### config.mk
export PLATFORM = sky130hd
export DESIGN_NAME = rdma_port_engine
export DESIGN_NICKNAME = d
export VERILOG_FILES = /design/src/rtl/rdma_pkg.sv /design/src/rtl/rdma_ptr.sv /design/src/rtl/rdma_fsm.sv /design/src/rtl/rdma_port_engine.sv
export SDC_FILE = /design/constraint.sdc
export NUM_CORES = 1
export LEC_CHECK = 0
export BUFFER_PORTS_ARGS = -buffer_cell sky130_fd_sc_hd__buf_2
export CAP_MARGIN = 20
export CORE_MARGIN = 5
export CORE_UTILIZATION = 53
export CTS_CLUSTER_SIZE = 10
export DETAILED_ROUTE_END_ITERATION = 6
export PLACE_DENSITY = 0.86
export SETUP_SLACK_MARGIN = 0.5
export SYNTH_ARGS = -nofsm -noshare
export SYNTH_HDL_FRONTEND = slang
export SYNTH_SLANG_ARGS = --single-unit
### constraint.sdc
create_clock -name clk -period 7.2 [get_ports clk]
set_input_delay 1.08 -clock clk [delete_from_list [all_inputs] [get_ports clk]]
set_output_delay 1.08 -clock clk [all_outputs]
set_load 0.005 [all_outputs]
### src/rtl/rdma_pkg.sv
package rdma_pkg;
    typedef enum logic [2:0] {
        ST_IDLE,
        ST_RD_FETCH,
        ST_RD_HOLD,
        ST_WR_WAIT,
        ST_WR_STORE
    } rdma_state_t;
endpackage

### src/rtl/rdma_ptr.sv
module rdma_ptr #(
    parameter int AW = 16,
    parameter int CW = 16
) (
    input  logic          clk,
    input  logic          rst_n,
    input  logic          load,
    input  logic          adv,
    input  logic          word_in,
    input  logic [AW-1:0] addr_in,
    input  logic [CW-1:0] cnt_in,
    output logic [AW-1:0] addr,
    output logic          cnt_zero,
    output logic          cnt_last
);
    logic          word_q;
    logic [CW-1:0] cnt;
    logic [CW-1:0] step;

    assign step     = word_q ? CW'(2) : CW'(1);
    assign cnt_zero = (cnt == '0);
    assign cnt_last = (cnt <= step);

    always_ff @(posedge clk or negedge rst_n) begin
        if (!rst_n) begin
            addr   <= '0;
            cnt    <= '0;
            word_q <= 1'b0;
        end else if (load) begin
            addr   <= addr_in;
            cnt    <= cnt_in;
            word_q <= word_in;
        end else if (adv) begin
            addr <= addr + AW'(step);
            cnt  <= cnt_last ? '0 : cnt - step;
        end
    end

    // without a load the remaining count never rises
    a_r6_cnt_no_rise: assert property (@(posedge clk) disable iff (!rst_n)
        !load |=> (cnt <= $past(cnt)));
endmodule

### src/rtl/rdma_fsm.sv
module rdma_fsm
    import rdma_pkg::*;
(
    input  logic clk,
    input  logic rst_n,
    input  logic start,
    input  logic dir_wr,
    input  logic cnt_in_zero,
    input  logic host_rd,
    input  logic host_wr,
    input  logic local_busy,
    input  logic mem_gnt,
    input  logic cnt_zero,
    input  logic cnt_last,
    output logic load,
    output logic adv,
    output logic ld_mem,
    output logic ld_host,
    output logic mem_req,
    output logic mem_we,
    output logic host_rdy,
    output logic busy,
    output logic done
);
    rdma_state_t state, nxt;
    logic xfer;

    always_ff @(posedge clk or negedge rst_n) begin
        if (!rst_n) state <= ST_IDLE;
        else        state <= nxt;
    end

    always_comb begin
        nxt      = state;
        load     = 1'b0;
        adv      = 1'b0;
        ld_mem   = 1'b0;
        ld_host  = 1'b0;
        mem_req  = 1'b0;
        mem_we   = 1'b0;
        host_rdy = 1'b1;
        done     = 1'b0;
        xfer     = 1'b0;
        unique case (state)
            ST_IDLE: begin
                if (start) begin
                    load = 1'b1;
                    if (cnt_in_zero) done = 1'b1;
                    else             nxt  = dir_wr ? ST_WR_WAIT : ST_RD_FETCH;
                end
            end
            ST_RD_FETCH: begin
                mem_req  = !local_busy;
                xfer     = mem_req && mem_gnt;
                host_rdy = !host_rd;
                if (xfer) begin
                    ld_mem = 1'b1;
                    adv    = 1'b1;
                    nxt    = ST_RD_HOLD;
                end
            end
            ST_RD_HOLD: begin
                if (host_rd) begin
                    if (cnt_zero) begin
                        done = 1'b1;
                        nxt  = ST_IDLE;
                    end else begin
                        nxt = ST_RD_FETCH;
                    end
                end
            end
            ST_WR_WAIT: begin
                if (host_wr) begin
                    ld_host = 1'b1;
                    nxt     = ST_WR_STORE;
                end
            end
            ST_WR_STORE: begin
                mem_req  = !local_busy;
                mem_we   = 1'b1;
                xfer     = mem_req && mem_gnt;
                host_rdy = !host_wr;
                if (xfer) begin
                    adv = 1'b1;
                    if (cnt_last) begin
                        done = 1'b1;
                        nxt  = ST_IDLE;
                    end else begin
                        nxt = ST_WR_WAIT;
                    end
                end
            end
            default: nxt = ST_IDLE;
        endcase
        busy = (state != ST_IDLE);
    end

    // after a completion pulse the engine is idle
    a_r7_idle_after_done: assert property (@(posedge clk) disable iff (!rst_n)
        done |=> !busy);
    // idle engine never stalls the host
    a_r9_idle_ready: assert property (@(posedge clk) disable iff (!rst_n)
        !busy |-> host_rdy);
endmodule

### src/rtl/rdma_port_engine.sv
module rdma_port_engine #(
    parameter int AW = 16,
    parameter int CW = 16,
    parameter int DW = 16
) (
    input  logic          clk,
    input  logic          rst_n,
    input  logic          start,
    input  logic          dir_wr,
    input  logic          word_mode,
    input  logic [AW-1:0] start_addr,
    input  logic [CW-1:0] byte_count,
    input  logic          host_rd,
    input  logic          host_wr,
    input  logic [DW-1:0] host_wdata,
    output logic [DW-1:0] host_rdata,
    output logic          host_rdy,
    input  logic          local_busy,
    output logic          mem_req,
    output logic          mem_we,
    output logic [AW-1:0] mem_addr,
    output logic [DW-1:0] mem_wdata,
    input  logic [DW-1:0] mem_rdata,
    input  logic          mem_gnt,
    output logic          busy,
    output logic          done
);
    logic          load, adv, ld_mem, ld_host, cnt_zero, cnt_last;
    logic [DW-1:0] latch_q;

    rdma_ptr #(.AW(AW), .CW(CW)) u_ptr (
        .clk      (clk),
        .rst_n    (rst_n),
        .load     (load),
        .adv      (adv),
        .word_in  (word_mode),
        .addr_in  (start_addr),
        .cnt_in   (byte_count),
        .addr     (mem_addr),
        .cnt_zero (cnt_zero),
        .cnt_last (cnt_last)
    );

    rdma_fsm u_fsm (
        .clk         (clk),
        .rst_n       (rst_n),
        .start       (start),
        .dir_wr      (dir_wr),
        .cnt_in_zero (byte_count == '0),
        .host_rd     (host_rd),
        .host_wr     (host_wr),
        .local_busy  (local_busy),
        .mem_gnt     (mem_gnt),
        .cnt_zero    (cnt_zero),
        .cnt_last    (cnt_last),
        .load        (load),
        .adv         (adv),
        .ld_mem      (ld_mem),
        .ld_host     (ld_host),
        .mem_req     (mem_req),
        .mem_we      (mem_we),
        .host_rdy    (host_rdy),
        .busy        (busy),
        .done        (done)
    );

    always_ff @(posedge clk or negedge rst_n) begin
        if (!rst_n)       latch_q <= '0;
        else if (ld_mem)  latch_q <= mem_rdata;
        else if (ld_host) latch_q <= host_wdata;
    end

    assign host_rdata = latch_q;
    assign mem_wdata  = latch_q;

    // local DMA blocks every remote memory request
    a_r8_defer_local: assert property (@(posedge clk) disable iff (!rst_n)
        local_busy |-> !mem_req);
    // a pending write keeps its address and data until granted
    a_r5_wdata_stable: assert property (@(posedge clk) disable iff (!rst_n)
        (mem_req && mem_we && !mem_gnt) |=> ($stable(mem_wdata) && $stable(mem_addr)));
endmodule

==> metrics, run 1 <==
worst setup path start u_ptr.word_q$_DFFE_PN0P_; worst-margin pin slew 1059 ps; largest cells by area after synthesis dfrtp_1 40%, o21ai_0 5.4%, mux2i_1 5.0%; DR WL/cell 16.49 µm; Synth top area share 0.4042; syn_area_per_cell 8.918 µm²; Die Span Y 87.94 µm; RR Endpoint u_ptr.cnt[11]$_DFFE_PN0P_; fin util 0.6572; crit path time final 3666 ps; internal power 0.8528 mW; sw frac 0.4286; Via Count 3247; final WL 8.841 mm; CTS Buf Count 5; Final Max Tran Viols 0; Final TNS setup 0 ps; max_cap viols 0; CP max FO 6; worst endpoint data arrival time 2590 ps; gr ovfl total 0; DRT iter0 DRCs 272; Post-CTS Resized 0; most common cell in the netlist dfrtp_1; first-pass GRT wire length 14.26 mm; vias per inst 6.058; largest net degree at the start of global routing 53; Post-Syn Nets 440; crit path launch type flop; Switch Pwr 0.6398 mW; Clock Sinks 52; final-report hold violation count 0; Synth async-reset ratio 1.000; largest area contributor in the netlist dfrtp_1; layout cells sized above 1 0.3232; clk buf depth 2; Starting Density 0.5437; core area 5921 µm²; crit path to done; Setup Skew 8.657 ps; worst flop-to-flop path startpoint u_fsm.state[0]$_DFFE_PN0P_; I/O Buffers 125; CP required 6120 ps; Std-Cell Rows 28; Seq/Total Area, Yosys 0.4042; post-synth cell types 54; GRT Overall Usage 0.2311; Synth Cell Area 3219 µm²; WS Path Type flop to output pin; dpl hpwl 6.512 mm; Synth Register Bits 52; Clock power frac 0.139; die footprint 7733 µm²; vias in the first global route 3046; Pleak 1.779 nW; initial antenna violation count 0; placed instance area 3761 µm²; Setup Buffers After CTS 0; status completed; final non-filler cell total 536; setup violators final 0; nets 539; Max-slew headroom 0.2918; die span in x 87.94 µm; root buffer cell clkbuf_8; CTS tree built; Combinational Power Share 0.487; CP endpoint kind output pin; hold_buf cts 0; number of synthesized flops with an enable pin 0; Placed Cells 527; Initial DRT Pass Iterations 4; DRC 0; RSZ-0062 raised after global routing no; Worst Hold Class flop to flop; H-tree depth 2; Worst R2R Path Depth 5; post-route cell area 3891 µm²; Reg clk slew, reported paths 100 ps; Ys Warns 0; register-to-register setup slack 4520 ps; Area Growth Syn to Fin 20.87%; top post-synthesis cells by count 52 x dfrtp_1, 38 x nand2_1, 35 x o21ai_0; Final ANT Viol Nets 0; worst-skew pair later-pin latency 310 ps; # diodes 0; total power 1.493 mW; GPL Wtd Cong 0.9095; PD cells 383.6 nW/µm²; final period utilization 0.5091; register share of total power 0.374; Ports 126; cell count after synthesis 361; fillcell total 489; peak supply drop 0.1840 mV; Most used DFF post-synth dfrtp_1; fmax 272.8 MHz
==> through the flow <==
step	setup slack, ps	hold slack (ps)
4_1_cts	3513	542.3
5_1_grt	3331	555.8
3_3_place_gp	3586	505.3
2_1_floorplan	4184	479.5
3_5_place_dp	3555	517.4
6_report	3534	537.5
==> cell usage in the layout, fill, tap and decap left out, types with 3 or more instances in the layout <==
cell type / netlist / routed
o21ai_0: 35 / 35
nor4_1: 7 / 7
or3_1: 9 / 9
nor2b_1: 3 / 3
o21a_1: 3 / 3
a311oi_1: 3 / 3
nor3_1: 16 / 16
a211oi_1: 3 / 3
o311ai_0: 8 / 8
buf_2: 0 / 125
buf_4: 16 / 3
a22oi_1: 7 / 7
and3_1: 4 / 4
nor2_1: 14 / 14
clkbuf_8: 0 / 5
nand2_1: 38 / 38
ha_1: 4 / 4
mux2i_1: 16 / 16
dfrtp_1: 52 / 52
inv_1: 7 / 7
nand3_1: 18 / 18
or4_1: 3 / 3
o211ai_1: 4 / 4
nand4_1: 7 / 7
a21oi_1: 20 / 20
a221o_1: 5 / 5
==> per-layer routing <==
layer  track usage  wire [µm]  vias up
met5             0          0        -
met4       0.06974        138        0
met3       0.03010        663       14
met2        0.3760       4362      141
met1        0.3229       3677     1546
li1              -          -     1546
==> logic make-up after synthesis <==
logic type / count (synthesis) / share of synthesized area
compound gates: 112 / 0.2340
xor+xnor: 2 / 0.005442
fa+ha+maj: 6 / 0.02798
buf+inv: 44 / 0.07229
flops: 52 / 0.4042
mux: 17 / 0.05324
simple gates: 128 / 0.2029
==> flip-flops by register name, indices dropped and copies added (netlist names) <==
signal	count
u_ptr.addr	16
u_ptr.word_q	1
host_rdata	16
u_fsm.state	3
u_ptr.cnt	16
==> power by group through the flow <==
stage / Clock [mW] / Combinational [mW] / Sequential [mW]
after floorplan: 0 / 0.534 / 0.530
after global placement: 0 / 0.699 / 0.553
after detailed placement: 0 / 0.720 / 0.562
after CTS: 0.211 / 0.725 / 0.557
after global routing: 0.222 / 0.822 / 0.583
final: 0.207 / 0.727 / 0.559
==> cell type report <==
type,instances,area (µm²),area share
clock buffers,5,68.82,0.01768
clock inverters,3,46.29,0.01190
inverters,7,26.28,0.006752
multi-input cells,265,1692,0.4347
flip-flops and latches,52,1301,0.3344
well taps,75,93.84,0.02412
repair buffers,129,663.1,0.1704
==> worst min path at each step <==
stage / slack (ps) / endpoint / cells past startpoint / from
2_1_floorplan: 480 / u_ptr.cnt[9]$_DFFE_PN0P_ / 1 / u_ptr.cnt[9]$_DFFE_PN0P_
5_1_grt: 560 / u_ptr.cnt[9]$_DFFE_PN0P_ / 1 / u_ptr.cnt[9]$_DFFE_PN0P_
3_3_place_gp: 510 / u_ptr.cnt[9]$_DFFE_PN0P_ / 1 / u_ptr.cnt[9]$_DFFE_PN0P_
4_1_cts: 540 / u_ptr.cnt[9]$_DFFE_PN0P_ / 1 / u_ptr.cnt[9]$_DFFE_PN0P_
3_5_place_dp: 520 / u_ptr.cnt[9]$_DFFE_PN0P_ / 1 / u_ptr.cnt[9]$_DFFE_PN0P_
6_report: 540 / u_ptr.cnt[9]$_DFFE_PN0P_ / 1 / u_ptr.cnt[9]$_DFFE_PN0P_
==> critical path, cell delays in order (launching register included) <==
cell	delay (ps)
dfrtp_1	360
inv_1	140
ha_1	240
inv_1	70
fa_1	260
a21boi_0	500
nor2_1	220
a311o_1	360
buf_2	130
Power figures use the tool's default switching activity.
==> inputs of run 2 (changes only) <==
--- a/config.mk
+++ b/config.mk
@@ -8,10 +8,10 @@
 export BUFFER_PORTS_ARGS = -buffer_cell sky130_fd_sc_hd__buf_2
 export CAP_MARGIN = 20
 export CORE_MARGIN = 5
-export CORE_UTILIZATION = 53
+export CORE_UTILIZATION = 44
 export CTS_CLUSTER_SIZE = 10
 export DETAILED_ROUTE_END_ITERATION = 6
-export PLACE_DENSITY = 0.86
+export PLACE_DENSITY = 0.76
 export SETUP_SLACK_MARGIN = 0.5
 export SYNTH_ARGS = -nofsm -noshare
 export SYNTH_HDL_FRONTEND = slang
==> constraint.sdc (replaced) <==
create_clock -name clk -period 3.2 [get_ports clk]
set_input_delay 0.48 -clock clk [delete_from_list [all_inputs] [get_ports clk]]
set_output_delay 0.48 -clock clk [all_outputs]
set_load 0.005 [all_outputs]
==> run 2 against run 1 <==
  * Largest cell class unchanged
  * Critical path type unchanged
  * Critical path depth shrank 3
  * Power grew 130%
  * Sequential share of layout area shrank 0.92 points
  * Worst setup slack lost 3000 ps
  * Global-route usage shrank 3.3 points
==> metrics, run 2 (synthesis gave the netlist of run 1 again) <==
status completed; hold_buf cts 0; Final ANT Viol Nets 0; DRC 0; Worst R2R Path Depth 6; peak supply drop 0.3553 mV; RSZ-0062 raised after global routing yes; most common cell after layout, fill and taps aside buf_2; worst endpoint data arrival time 2220 ps; Clock power frac 0.114; final-report hold violation count 0; worst flop-to-flop path startpoint u_ptr.cnt[5]$_DFFE_PN0P_; Worst Hold Class primary input to asynchronous set/reset pin; most frequent cells in the layout 125 x buf_2, 50 x dfrtp_1, 38 x nand2_1; I/O Buffers 125; GRT Overall Usage 0.1979; worst-margin pin slew 1010 ps; DRT iter0 DRCs 286; Area Growth Syn to Fin 24.52%; hold slack 155.4 ps; fmax 370.0 MHz; nets 551; register share of total power 0.372; PD cells 841.0 nW/µm²; layout cells sized above 1 0.3573; CP endpoint kind output pin; RR Endpoint u_ptr.cnt[5]$_DFFE_PN0P_; dpl hpwl 6.921 mm; CTS tree built; CP peak stage delay 580 ps; H-tree depth 2; GPL Wtd Cong 0.9479; total power 3.372 mW; initial antenna violation count 0; Die Span Y 95.54 µm; Switch Pwr 1.478 mW; CP max-delay cell or4_4; CTS Buf Count 5; Starting Density 0.4486; largest net degree at the start of global routing 38; crit path launch type flop; die footprint 9127 µm²; CP required 2720 ps; Reg clk slew, reported paths 100 ps; Initial DRT Pass Iterations 4; final WL 9.264 mm; worst-skew pair later-pin latency 310 ps; core area 7176 µm²; internal power 1.894 mW; WS Path Type flop to output pin; Pleak 1.828 nW; vias in the first global route 3144; Setup Skew 8.472 ps; CP max FO 2; Via Count 3297; die span in x 95.54 µm; root buffer cell clkbuf_8; Std-Cell Rows 31; Max-slew headroom 0.3245; gr ovfl total 0; first-pass GRT wire length 14.47 mm; clk buf depth 2; crit path time final 2702 ps; vias per inst 5.764; register-to-register setup slack 630 ps; Ports 126; Final Max Tran Viols 0; cell breakdown of the critical path or4_1 > or4_4 > nor2_4 > a311o_1 > buf_2; fin util 0.5587; Combinational Power Share 0.514; setup violators final 0; # diodes 0; Final TNS setup 0 ps; final period utilization 0.8445; Clock Sinks 52; max_cap viols 0; DR WL/cell 16.20 µm; sw frac 0.4383
-- run 2: cell count changes in the layout (fill, tap and decap cells not counted), sizes merged --
| cell | change |
|---|---|
| buf | +12 |
| bufinv | -1 |
| clkinv | +2 |
| clkinvlp | -1 |
-- run 2: per-layer routing --
layer  track usage  share of wire
met1        0.2531           0.42
met2        0.3301           0.47
met3       0.03710          0.088
met4       0.07701          0.026
met5             0              0
-- run 2: power by group through the flow --
stage          combinational [mW]  clock [mW]  sequential, mW
2_1_floorplan                1.20           0            1.19
3_3_place_gp                 1.62           0            1.25
3_5_place_dp                 1.66           0            1.27
4_1_cts                      1.73       0.404            1.24
5_1_grt                      1.95       0.426            1.30
6_report                     1.73       0.386            1.25
-- run 2: worst max path at each step --
stage,start,cells past startpoint,to
3_3_place_gp,u_ptr.word_q$_DFFE_PN0P_,8,done
5_1_grt,u_ptr.cnt[5]$_DFFE_PN0P_,5,done
6_report,u_ptr.cnt[5]$_DFFE_PN0P_,5,done
4_1_cts,u_ptr.word_q$_DFFE_PN0P_,8,done
3_5_place_dp,u_ptr.word_q$_DFFE_PN0P_,8,done
2_1_floorplan,u_ptr.cnt[10]$_DFFE_PN0P_,4,done
-- run 2: cell type report --
type / count / area [µm²]
Fill cell: 673 / 3167
Clock inverter: 3 / 22.52
Multi-Input combinational cell: 265 / 1718
Sequential cell: 52 / 1304
Inverter: 7 / 26.28
Clock buffer: 5 / 68.82
Tap cell: 99 / 123.9
Timing Repair Buffer: 141 / 745.7
-- run 2: per-stage QoR --
stage               setup WS (ps)  std cells  area (µm²)
floorplan                   784.1        361        3219
global placement            622.2        557        3842
detailed placement          564.5        557        3842
CTS                         507.4        570        3985
global route                416.2        572        4009
finish                      497.6        572        4009
-- run 2: what timing repair did --
item                                    CTS  global route
pin swaps                                 1             1
buffers inserted                          5             2
resized for setup                         6             3
endpoints found under the setup margin    1             1
hold endpoints to repair                  0             0
-- run 2: critical path, delay by kind of cell, from the launching register on --
family / cells / cell delay [ps]
simple gates: 3 / 1200
flops: 1 / 420
compound gates: 1 / 190
buf+inv: 1 / 120
==> inputs of run 3 (changes only) <==
--- a/config.mk
+++ b/config.mk
@@ -8,10 +8,10 @@
 export BUFFER_PORTS_ARGS = -buffer_cell sky130_fd_sc_hd__buf_2
 export CAP_MARGIN = 20
 export CORE_MARGIN = 5
-export CORE_UTILIZATION = 44
+export CORE_UTILIZATION = 49
 export CTS_CLUSTER_SIZE = 10
 export DETAILED_ROUTE_END_ITERATION = 6
-export PLACE_DENSITY = 0.76
+export PLACE_DENSITY = 0.8
 export SETUP_SLACK_MARGIN = 0.5
 export SYNTH_ARGS = -nofsm -noshare
 export SYNTH_HDL_FRONTEND = slang
==> constraint.sdc (replaced) <==
create_clock -name clk -period 2.6 [get_ports clk]
set_input_delay 0.39 -clock clk [delete_from_list [all_inputs] [get_ports clk]]
set_output_delay 0.39 -clock clk [all_outputs]
set_load 0.005 [all_outputs]
==> run 3 against run 2 <==
  * The flow now finishes with violations (setup timing)
  * Highest routed layer unchanged
  * Core utilization grew 13 points
  * First-iteration DRC count shrank 33%
  * Critical path type unchanged
  * Final area grew 9.1%
  * Worst setup slack lost 540 ps
  * Clock-buffer cell count grew 2
  * Sequential power grew 24%
  * Sequential share of layout area shrank 2.7 points
  * Power grew 38%
  * Sequential cell count is the same
  * Clock power grew 27%
  * Combinational power grew 51%
  * Critical endpoint unchanged
  * Hold slack gained 130 ps
==> metrics, run 3 (synthesis gave the netlist of run 1 again) <==
Die Span Y 91.06 µm; Setup Skew 9.832 ps; Max-slew headroom 0.6162; setup violators final 2; DRC 0; Pleak 1.987 nW; cell breakdown of the critical path or4_1 > or4_4 > nor2_4 > a311o_1 > buf_2; WS Path Type flop to output pin; first-pass GRT wire length 15.59 mm; max_cap viols 0; worst endpoint data arrival time 2250 ps; Area Growth Syn to Fin 35.87%; DR WL/cell 17.54 µm; Final Max Tran Viols 0; Placed Cells 541; Ports 126; # diodes 0; worst-margin pin slew 575.6 ps; gr ovfl total 0; fillcell total 522; most frequent cells in the layout 125 x buf_2, 50 x dfrtp_1, 37 x nand2_1; CTS Buf Count 5; crit path time final 2638 ps; H-tree depth 2; initial antenna violation count 0; vias per inst 6.014; Final ANT Viol Nets 0; Crit path max-delay family simple AND/OR/NAND/NOR gates; Clock Sinks 52; core area 6386 µm²; CP endpoint kind output pin; fmax 379.1 MHz; dpl hpwl 6.993 mm; Initial DRT Pass Iterations 5; worst-skew pair later-pin latency 300 ps; CP max-delay cell or4_4; multi-input logic area 1897 µm²; nets 575; status finished with violations; I/O Buffers 125; RSZ-0062 raised after global routing yes; CP required 2210 ps; CP max FO 2; die span in x 91.06 µm; setup ws final -37.56 ps; root buffer cell clkbuf_8; CP peak stage delay 590 ps; Via Count 3446; failing checks setup timing; vias in the first global route 3234; GRT Overall Usage 0.2226; final non-filler cell total 573; register area 1304 µm²; PD cells 1065 nW/µm²; largest net degree at the start of global routing 45; Starting Density 0.5041; Buf/Inv on CP 1; clk buf depth 2; final-report hold violation count 0; Worst Hold Class primary input to flop; DRT iter0 DRCs 192; most common cell after layout, fill and taps aside buf_2; Place WS 169.3 ps; GPL Wtd Cong 0.8747; final WL 10.05 mm; final period utilization 1.014; Final TNS setup -39.11 ps; peak supply drop 0.6013 mV; die footprint 8291 µm²; crit path launch type flop; CTS tree built; Reg clk slew, reported paths 90 ps; Std-Cell Rows 29; layout cells sized above 1 0.4315
==> run 3: cell count changes in the layout (fill, tap and decap cells not counted), moves of 4 or more <==
cell / previous run / this run
nand3_1: 18 / 14
o21ai_0: 35 / 30
buf_4: 16 / 32
buf_6: 0 / 7
nand3_2: 0 / 4
==> run 3: metal layers <==
layer	track usage	up-vias	part of all wire
met5	0	-	0
met4	0.05990	0	0.021
met3	0.05124	23	0.093
met2	0.3690	197	0.49
met1	0.2934	1603	0.40
li1	-	1623	-
==> run 3: cell type report <==
cell class / count / area share
clock buffer: 7 / 0.02203
inverter: 7 / 0.006007
multi-input combinational: 265 / 0.4336
sequential: 52 / 0.2981
tap: 77 / 0.02203
timing repair buffer: 165 / 0.2182
==> run 3: metrics by stage <==
step                      area, µm²  utilization  power, mW  hold slack, ps
after floorplan                3242            -      2.980           94.41
after global placement         3882       0.6080      3.571           250.7
after detailed placement       3882       0.6080      3.666           250.6
after CTS                      4146       0.6493      4.350           285.8
after global routing           4374       0.6850      5.028           301.5
final                          4374       0.6850      4.660           288.4
==> run 3: power breakdown <==
| group | internal, mW | switching [mW] |
|---|---|---|
| clock network | 0.238 | 0.251 |
| registers | 1.16 | 0.389 |
| logic | 1.26 | 1.36 |
==> run 3: worst reg2reg max path: stages, from the launching register on <==
cell and delay, ps:
dfrtp_1 380, or4_1 560, or4_4 590, buf_4 180, o21a_4 240, a21o_2 220
a221o_2 320
==> run 3: timing repair <==
item	4_1_cts	5_1_grt
endpoints found under the setup margin	23	30
pin swaps	2	7
gates resized for setup	12	38
hold buffers	1	0
setup buffers	13	11
endpoints found under the hold margin	8	0
==> run 3: final timing paths <==
| kind | startpoint | slack, ps | to | cells after the start |
|---|---|---|---|---|
| max | u_ptr.cnt[12]$_DFFE_PN0P_ | -40 | done | 5 |
| max reg2reg | u_ptr.cnt[12]$_DFFE_PN0P_ | 0 | u_ptr.cnt[10]$_DFFE_PN0P_ | 6 |
| max in group asynchronous | rst_n | 1290 | u_fsm.state[2]$_DFFE_PN0P_ | 3 |
| min in group asynchronous | rst_n | 460 | u_ptr.cnt[9]$_DFFE_PN0P_ | 2 |
| min | word_mode | 290 | u_ptr.word_q$_DFFE_PN0P_ | 3 |
| min reg2reg | u_ptr.cnt[15]$_DFFE_PN0P_ | 550 | u_ptr.cnt[15]$_DFFE_PN0P_ | 1 |
